--- config.mk ---
export PLATFORM = sky130hd
export DESIGN_NAME = busoff_recovery_monitor
export DESIGN_NICKNAME = d
export VERILOG_FILES = /design/src/rtl/bor_pkg.sv /design/src/rtl/bor_run_counter.sv /design/src/rtl/bor_seq_counter.sv /design/src/rtl/bor_ctrl.sv /design/src/rtl/busoff_recovery_monitor.sv
export SDC_FILE = /design/constraint.sdc
export NUM_CORES = 1
export LEC_CHECK = 0
export ABC_AREA = 1
export BUFFER_PORTS_ARGS = -buffer_cell sky130_fd_sc_hd__buf_2
export CORE_AREA = 2 2 57 54
export CTS_CLUSTER_DIAMETER = 60
export DETAILED_ROUTE_END_ITERATION = 8
export DIE_AREA = 0 0 59 56
export GPL_TIMING_DRIVEN = 0
export HOLD_SLACK_MARGIN = 0.08
export SLEW_MARGIN = 0
export SYNTH_ARGS = -nofsm -noshare
export SYNTH_HDL_FRONTEND = slang
export SYNTH_SLANG_ARGS = --single-unit
--- constraint.sdc ---
create_clock -name clk -period 1.7 [get_ports clk]
set_input_delay 0.425 -clock clk [delete_from_list [all_inputs] [get_ports clk]]
set_output_delay 0.425 -clock clk [all_outputs]
set_load 0.02 [all_outputs]
--- src/rtl/bor_pkg.sv ---
package bor_pkg;

   typedef enum logic [1:0] {
      REC_AUTO         = 2'b00,
      REC_SBY_AT_ENTRY = 2'b01,
      REC_SBY_AT_END   = 2'b10,
      REC_SBY_ON_REQ   = 2'b11
   } rec_mode_e;

   typedef enum logic [1:0] {
      REQ_OPERATE = 2'b00,
      REQ_RESET   = 2'b01,
      REQ_STANDBY = 2'b10,
      REQ_NOP     = 2'b11
   } mode_req_e;

endpackage

--- src/rtl/bor_run_counter.sv ---
module bor_run_counter #(
   parameter int RUN_LEN = 11
) (
   input  logic clk,
   input  logic rst_n,
   input  logic clr_i,
   input  logic en_i,
   input  logic recessive_i,
   output logic done_o
);
   localparam int RW = $clog2(RUN_LEN + 1);
   localparam logic [RW-1:0] LAST = RW'(RUN_LEN - 1);

   if (RUN_LEN < 2) begin : g_bad_len
      $error("bor_run_counter: RUN_LEN must be at least 2");
   end

   logic [RW-1:0] cnt_q;

   assign done_o = en_i & recessive_i & (cnt_q == LAST);

   always_ff @(posedge clk or negedge rst_n) begin
      if (!rst_n) begin
         cnt_q <= '0;
      end else if (clr_i) begin
         cnt_q <= '0;
      end else if (en_i) begin
         if (!recessive_i || done_o) cnt_q <= '0;
         else                        cnt_q <= cnt_q + 1'b1;
      end
   end

   // run count never reaches the run length
   p_run_bound_r3: assert property (@(posedge clk) disable iff (!rst_n)
      cnt_q <= LAST);

   // a strobed dominant bit restarts the run
   p_dominant_restarts_r3: assert property (@(posedge clk) disable iff (!rst_n)
      (en_i && !recessive_i) |=> (cnt_q == '0));

endmodule

--- src/rtl/bor_seq_counter.sv ---
module bor_seq_counter #(
   parameter int SEQ_TARGET = 128
) (
   input  logic clk,
   input  logic rst_n,
   input  logic clr_i,
   input  logic inc_i,
   output logic hit_o
);
   localparam int SW = $clog2(SEQ_TARGET + 1);
   localparam logic [SW-1:0] LAST = SW'(SEQ_TARGET - 1);

   if (SEQ_TARGET < 1) begin : g_bad_target
      $error("bor_seq_counter: SEQ_TARGET must be at least 1");
   end

   logic [SW-1:0] cnt_q;

   assign hit_o = inc_i & (cnt_q == LAST);

   always_ff @(posedge clk or negedge rst_n) begin
      if (!rst_n)       cnt_q <= '0;
      else if (clr_i)   cnt_q <= '0;
      else if (hit_o)   cnt_q <= '0;
      else if (inc_i)   cnt_q <= cnt_q + 1'b1;
   end

   // completed-run count holds when no run finishes
   p_seq_hold_r3: assert property (@(posedge clk) disable iff (!rst_n)
      (!inc_i && !clr_i) |=> $stable(cnt_q));

   // count stays inside the target
   p_seq_bound_r5: assert property (@(posedge clk) disable iff (!rst_n)
      cnt_q <= LAST);

endmodule

--- src/rtl/bor_ctrl.sv ---
module bor_ctrl
   import bor_pkg::*;
(
   input  logic      clk,
   input  logic      rst_n,
   input  logic      busoff_enter_i,
   input  rec_mode_e rec_mode_i,
   input  logic      req_valid_i,
   input  mode_req_e req_code_i,
   input  logic      force_i,
   input  logic      flag_clear_i,
   input  logic      target_hit_i,
   output logic      count_en_o,
   output logic      count_clr_o,
   output logic      busoff_o,
   output logic      standby_o,
   output logic      flag_o
);
   logic busoff_q, standby_q, flag_q;
   logic exit_reset, exit_force, exit_sby, early_exit, normal_done;

   always_comb begin
      exit_reset  = busoff_q & req_valid_i & (req_code_i == REQ_RESET);
      exit_force  = busoff_q & force_i & ~exit_reset;
      exit_sby    = busoff_q & req_valid_i & (req_code_i == REQ_STANDBY)
                    & (rec_mode_i == REC_SBY_ON_REQ);
      early_exit  = exit_reset | exit_force | exit_sby;
      count_en_o  = busoff_q & ~busoff_enter_i & ~early_exit;
      count_clr_o = busoff_enter_i | ~busoff_q | early_exit;
      normal_done = count_en_o & target_hit_i;
   end

   always_ff @(posedge clk or negedge rst_n) begin
      if (!rst_n) begin
         busoff_q  <= 1'b0;
         standby_q <= 1'b0;
      end else if (busoff_enter_i) begin
         busoff_q  <= (rec_mode_i != REC_SBY_AT_ENTRY);
         standby_q <= (rec_mode_i == REC_SBY_AT_ENTRY);
      end else if (busoff_q) begin
         if (early_exit) begin
            busoff_q  <= 1'b0;
            standby_q <= exit_sby;
         end else if (normal_done) begin
            busoff_q  <= 1'b0;
            standby_q <= (rec_mode_i == REC_SBY_AT_END);
         end
      end else if (req_valid_i &&
                   (req_code_i == REQ_OPERATE || req_code_i == REQ_RESET)) begin
         standby_q <= 1'b0;
      end
   end

   always_ff @(posedge clk or negedge rst_n) begin
      if (!rst_n)            flag_q <= 1'b0;
      else if (normal_done)  flag_q <= 1'b1;
      else if (flag_clear_i) flag_q <= 1'b0;
   end

   assign busoff_o  = busoff_q;
   assign standby_o = standby_q;
   assign flag_o    = flag_q;

   // channel-reset request ends bus-off without a flag
   p_reset_exit_r8: assert property (@(posedge clk) disable iff (!rst_n)
      (busoff_q && req_valid_i && req_code_i == REQ_RESET && !busoff_enter_i)
      |=> (!busoff_q && !standby_q && !$rose(flag_q)));

   // forced recovery ends bus-off without a flag
   p_force_exit_r9: assert property (@(posedge clk) disable iff (!rst_n)
      (busoff_q && force_i && !busoff_enter_i) |=> (!busoff_q && !$rose(flag_q)));

   // standby right at entry
   p_entry_standby_r10: assert property (@(posedge clk) disable iff (!rst_n)
      (busoff_enter_i && rec_mode_i == REC_SBY_AT_ENTRY) |=> (standby_q && !busoff_q));

   // flag is sticky until cleared
   p_flag_sticky_r6: assert property (@(posedge clk) disable iff (!rst_n)
      (flag_q && !flag_clear_i) |=> flag_q);

   // flag only rises out of bus-off
   p_flag_from_busoff_r5: assert property (@(posedge clk) disable iff (!rst_n)
      $rose(flag_q) |-> ($past(busoff_q) && !busoff_q));

   // never in bus-off and standby together
   p_state_excl_r11: assert property (@(posedge clk) disable iff (!rst_n)
      !(busoff_q && standby_q));

endmodule

--- src/rtl/busoff_recovery_monitor.sv ---
module busoff_recovery_monitor
   import bor_pkg::*;
#(
   parameter int RUN_LEN    = 11,
   parameter int SEQ_TARGET = 128,
   parameter bit IRQ_REG    = 1'b0
) (
   input  logic       clk,
   input  logic       rst_n,
   input  logic       bit_strobe,
   input  logic       rx_bit,
   input  logic       busoff_enter,
   input  logic [1:0] rec_mode,
   input  logic       mode_req_valid,
   input  logic [1:0] mode_req_code,
   input  logic       force_recover,
   input  logic       flag_clear,
   input  logic       irq_en,
   output logic       busoff,
   output logic       standby,
   output logic       recovered,
   output logic       irq
);
   logic count_en, count_clr, run_done, target_hit;

   bor_ctrl u_ctrl (
      .clk            (clk),
      .rst_n          (rst_n),
      .busoff_enter_i (busoff_enter),
      .rec_mode_i     (rec_mode_e'(rec_mode)),
      .req_valid_i    (mode_req_valid),
      .req_code_i     (mode_req_e'(mode_req_code)),
      .force_i        (force_recover),
      .flag_clear_i   (flag_clear),
      .target_hit_i   (target_hit),
      .count_en_o     (count_en),
      .count_clr_o    (count_clr),
      .busoff_o       (busoff),
      .standby_o      (standby),
      .flag_o         (recovered)
   );

   bor_run_counter #(.RUN_LEN(RUN_LEN)) u_run (
      .clk         (clk),
      .rst_n       (rst_n),
      .clr_i       (count_clr),
      .en_i        (count_en & bit_strobe),
      .recessive_i (rx_bit),
      .done_o      (run_done)
   );

   bor_seq_counter #(.SEQ_TARGET(SEQ_TARGET)) u_seq (
      .clk   (clk),
      .rst_n (rst_n),
      .clr_i (count_clr),
      .inc_i (run_done),
      .hit_o (target_hit)
   );

   if (IRQ_REG) begin : g_irq_reg
      logic irq_q;
      always_ff @(posedge clk or negedge rst_n) begin
         if (!rst_n) irq_q <= 1'b0;
         else        irq_q <= recovered & irq_en;
      end
      assign irq = irq_q;
   end else begin : g_irq_comb
      assign irq = recovered & irq_en;
   end

   // no request without the flag
   p_irq_needs_flag_r7: assert property (@(posedge clk) disable iff (!rst_n)
      irq |-> (IRQ_REG ? $past(recovered) : recovered));

endmodule

==> reports/results.tsv <==
metric	value	unit
status	complete, no violations	
vias post-DR	876	
worst vdd ir	0.2247	mV
root buf cell	clkbuf_4	
maximum level of the CTS H-tree	1	
max-cap check violation count	0	
Resized Gates After CTS	0	
length of routed wiring on met1	962	µm
Critical R2R Launch	u_run.cnt_q[0]	
Synth Area in Compound Gates	5.422	%
average wire per cell in the routed design	10.22	µm
P_leak	0.6474	nW
Avg Cell Area, Syn	7.242	µm²
Worst Path Required	1.89	ns
Reg area	375.4	µm²
Post-Synth XOR/XNOR Area	5.296	%
Synth Instances	137	
area of the multi-input gates	511.7	µm²
flops & latches, synth	15	
Ys Warns	0	
Fin. Hold Viols	0	
I/O Pins	17	
main combinational cell family by area after synthesis	simple AND/OR/NAND/NOR gates	
cts bufs inserted	3	
max_slew headroom	76.02	%
R2R depth	9	
WHS Path Cells	2	
area delta synth->final	15.64	%
Mapped Nets	153	
Vias/cell	4.660	
Final Cycle Share	87.76	%
vias in the first global route	765	
Die Y	56	µm
Placer Congestion	0.8824	
CP arrival	1.68	ns
hold path startpoint	flag_clear	
DRT antenna net count	0	
Synth Area in Adders	3.783	%
met2 routed WL	852	µm
Initial Utilization	37.34	%
Setup crit end kind	flip-flop	
dominant cell type by area after synthesis	dfrtp_1	
DRC errors left	0	
CP Max Fanout	7	
worst slew pin tran	0.3584	ns
Fmax achieved	0.6702	GHz
drt first pass iters	4	
unrepaired setup endpoints after global routing	no	
Die ar.	3304	µm²
post-detail-place hpwl	1517	µm
ratio of cells with drive above 1 in the final layout	18.35	%
min cycle time layout	1.492	ns
largest net degree at the start of global routing	16	
top layer in use	met4	
clk sink count	15	
DRT iter0 DRCs	18	
CTS Buffer Depth	2	
synthesized area	992.2	µm²
prevailing post-synth register cell	dfrtp_1	
Clock Latency Late Sink	0.29	ns
largest cells by area after synthesis	dfrtp_1 (38%), nand2_1 (17%), inv_1 (9.1%)	
number of distinct library cells after synthesis	20	
number of synthesized flops with an enable pin	0	
final wirelength	1921	µm
# nets final	175	
die width	59	µm
Design Area, Final	1147	µm²
fin. max-slew vios	0	
Antenna diodes	0	
critical path type	reg2reg	
Startpoint Class	flip-flop	
asr flop ratio synth	100.0	%
reg2reg end	u_seq.cnt_q[3]	
CTS tree	built	
PortBufs	16	
core area	2658	µm²
Tot GR Track Use	12.84	%
Final Skew	0.001514	ns
post-synth top area share	37.83	%
DR WL met3	64	µm
setup TNS	0	ns
Hold Crit Endpoint	u_ctrl.flag_o	
Hold Path Class	in2reg	
Setup-failing EPs final	0	
GR Overflow Total	0	
Rows	18	
Post-CTS Setup Repair Bufs	0	
power per cell area	608.5	nW/µm²
clock slew at reported path FFs	0.10	ns
setup slack, reg-to-reg	0.21	ns
Placed Area	1110	µm²
area share of and/or/nand/nor cells after synthesis	37.07	%
sequential fraction of the synthesis area	37.83	%
first-pass GRT wire length	3208	µm
multiplexer share of the synthesized area	0	%
Fill cells	286	
initial antenna violation count	0	
## stage by stage
step | power [mW] | setup slack (ns) | cells | util [%] | hold WS, ns
finish | 0.6981 | 0.2080 | 188 | 43.17 | 0.3145
global route | 0.7433 | 0.06519 | 188 | 43.17 | 0.3236
detailed placement | 0.4922 | 0.1618 | 183 | 41.76 | 0.3497
global placement | 0.4904 | 0.1958 | 183 | 41.76 | 0.3539
CTS | 0.7149 | 0.2011 | 188 | 43.17 | 0.3055
floorplan | 0.4500 | 0.3716 | 137 | - | 0.1294
## metal layers
metal,up-vias,global-route usage [%]
met1,390,15.81
met3,4,2.791
li1,468,-
met4,0,6.818
met5,-,0
met2,14,20.48
## cell usage in the layout (no fill, tap or decap)
master,instances
nand2_1,44
inv_1,24
buf_2,16
dfrtp_1,15
nor2_1,12
nand3_1,11
nand4_1,7
xor2_1,5
ha_1,3
clkbuf_4,3
nor2_2,2
nand2_2,2
o22ai_1,2
o21ai_1,2
nand4_4,1
buf_6,1
o31ai_4,1
o21ai_0,1
inv_2,1
a21oi_1,1
xnor2_1,1
nand4_2,1
clkinv_2,1
dlygate4sd3_1,1
## worst max-delay path, stage by stage (launching register included)
cell	delay [ns]
dfrtp_1	0.42
inv_1	0.09
ha_1	0.19
nand4_4	0.15
inv_1	0.08
nand3_1	0.15
nand2_2	0.13
inv_2	0.08
nand2_1	0.06
nand2_1	0.05
## cell usage after synthesis (2+ instances only)
| master | number |
|---|---|
| nand2_1 | 44 |
| inv_1 | 24 |
| dfrtp_1 | 15 |
| nor2_1 | 12 |
| nand3_1 | 11 |
| nand4_1 | 7 |
| xor2_1 | 5 |
| ha_1 | 3 |
| nand2_2 | 2 |
| nor2_2 | 2 |
| o21ai_1 | 2 |
| o22ai_1 | 2 |
## final cells by class
class,count,area share (%)
inverter,25,8.179
timing repair buffer,17,7.852
sequential,15,32.72
clock buffer,3,1.963
clock inverter,1,0.4362
multi-input combinational,96,44.60
buffer,1,0.9815
tap,30,3.272
## repair_timing
action	in CTS	in global routing
hold endpoints to repair	15	0
hold buffers	1	0
endpoints found under the setup margin	0	0
## how the worst max path moves through the flow
stage / startpoint / endpoint / slack (ns) / cells past startpoint
6_report: u_run.cnt_q[0] / u_seq.cnt_q[3] / 0.21 / 9
5_1_grt: u_ctrl.busoff_o / u_seq.cnt_q[3] / 0.07 / 10
3_5_place_dp: mode_req_valid / u_seq.cnt_q[5] / 0.16 / 11
3_3_place_gp: mode_req_valid / u_seq.cnt_q[5] / 0.20 / 11
2_1_floorplan: u_ctrl.busoff_o / u_run.cnt_q[3] / 0.37 / 10
4_1_cts: u_run.cnt_q[0] / u_seq.cnt_q[3] / 0.20 / 9
## cells by family (layout without fill, tap and decap cells)
logic type               after synthesis  count (layout)
XOR/XNOR                               6               6
AND/OR/NAND/NOR                       80              80
buffers and inverters                 26              47
AO/OA/AOI/OAI                          7               7
flip-flops                            15              15
adder cells (fa/ha/maj)                3               3
## state kept, by name, summed over array words and instances, names as in the netlist
register,cells
u_ctrl.standby_o,1
u_ctrl.busoff_o,1
u_seq.cnt_q,8
u_run.cnt_q,4
u_ctrl.flag_o,1
## report_power, final
group	total (mW)	leakage (nW)	switching (mW)	internal [mW]
Sequential	0.382	0.206	0.0127	0.369
Clock	0.212	0.0177	0.125	0.0875
Combinational	0.104	0.424	0.0642	0.0393
(Power assumes the default switching activity.)
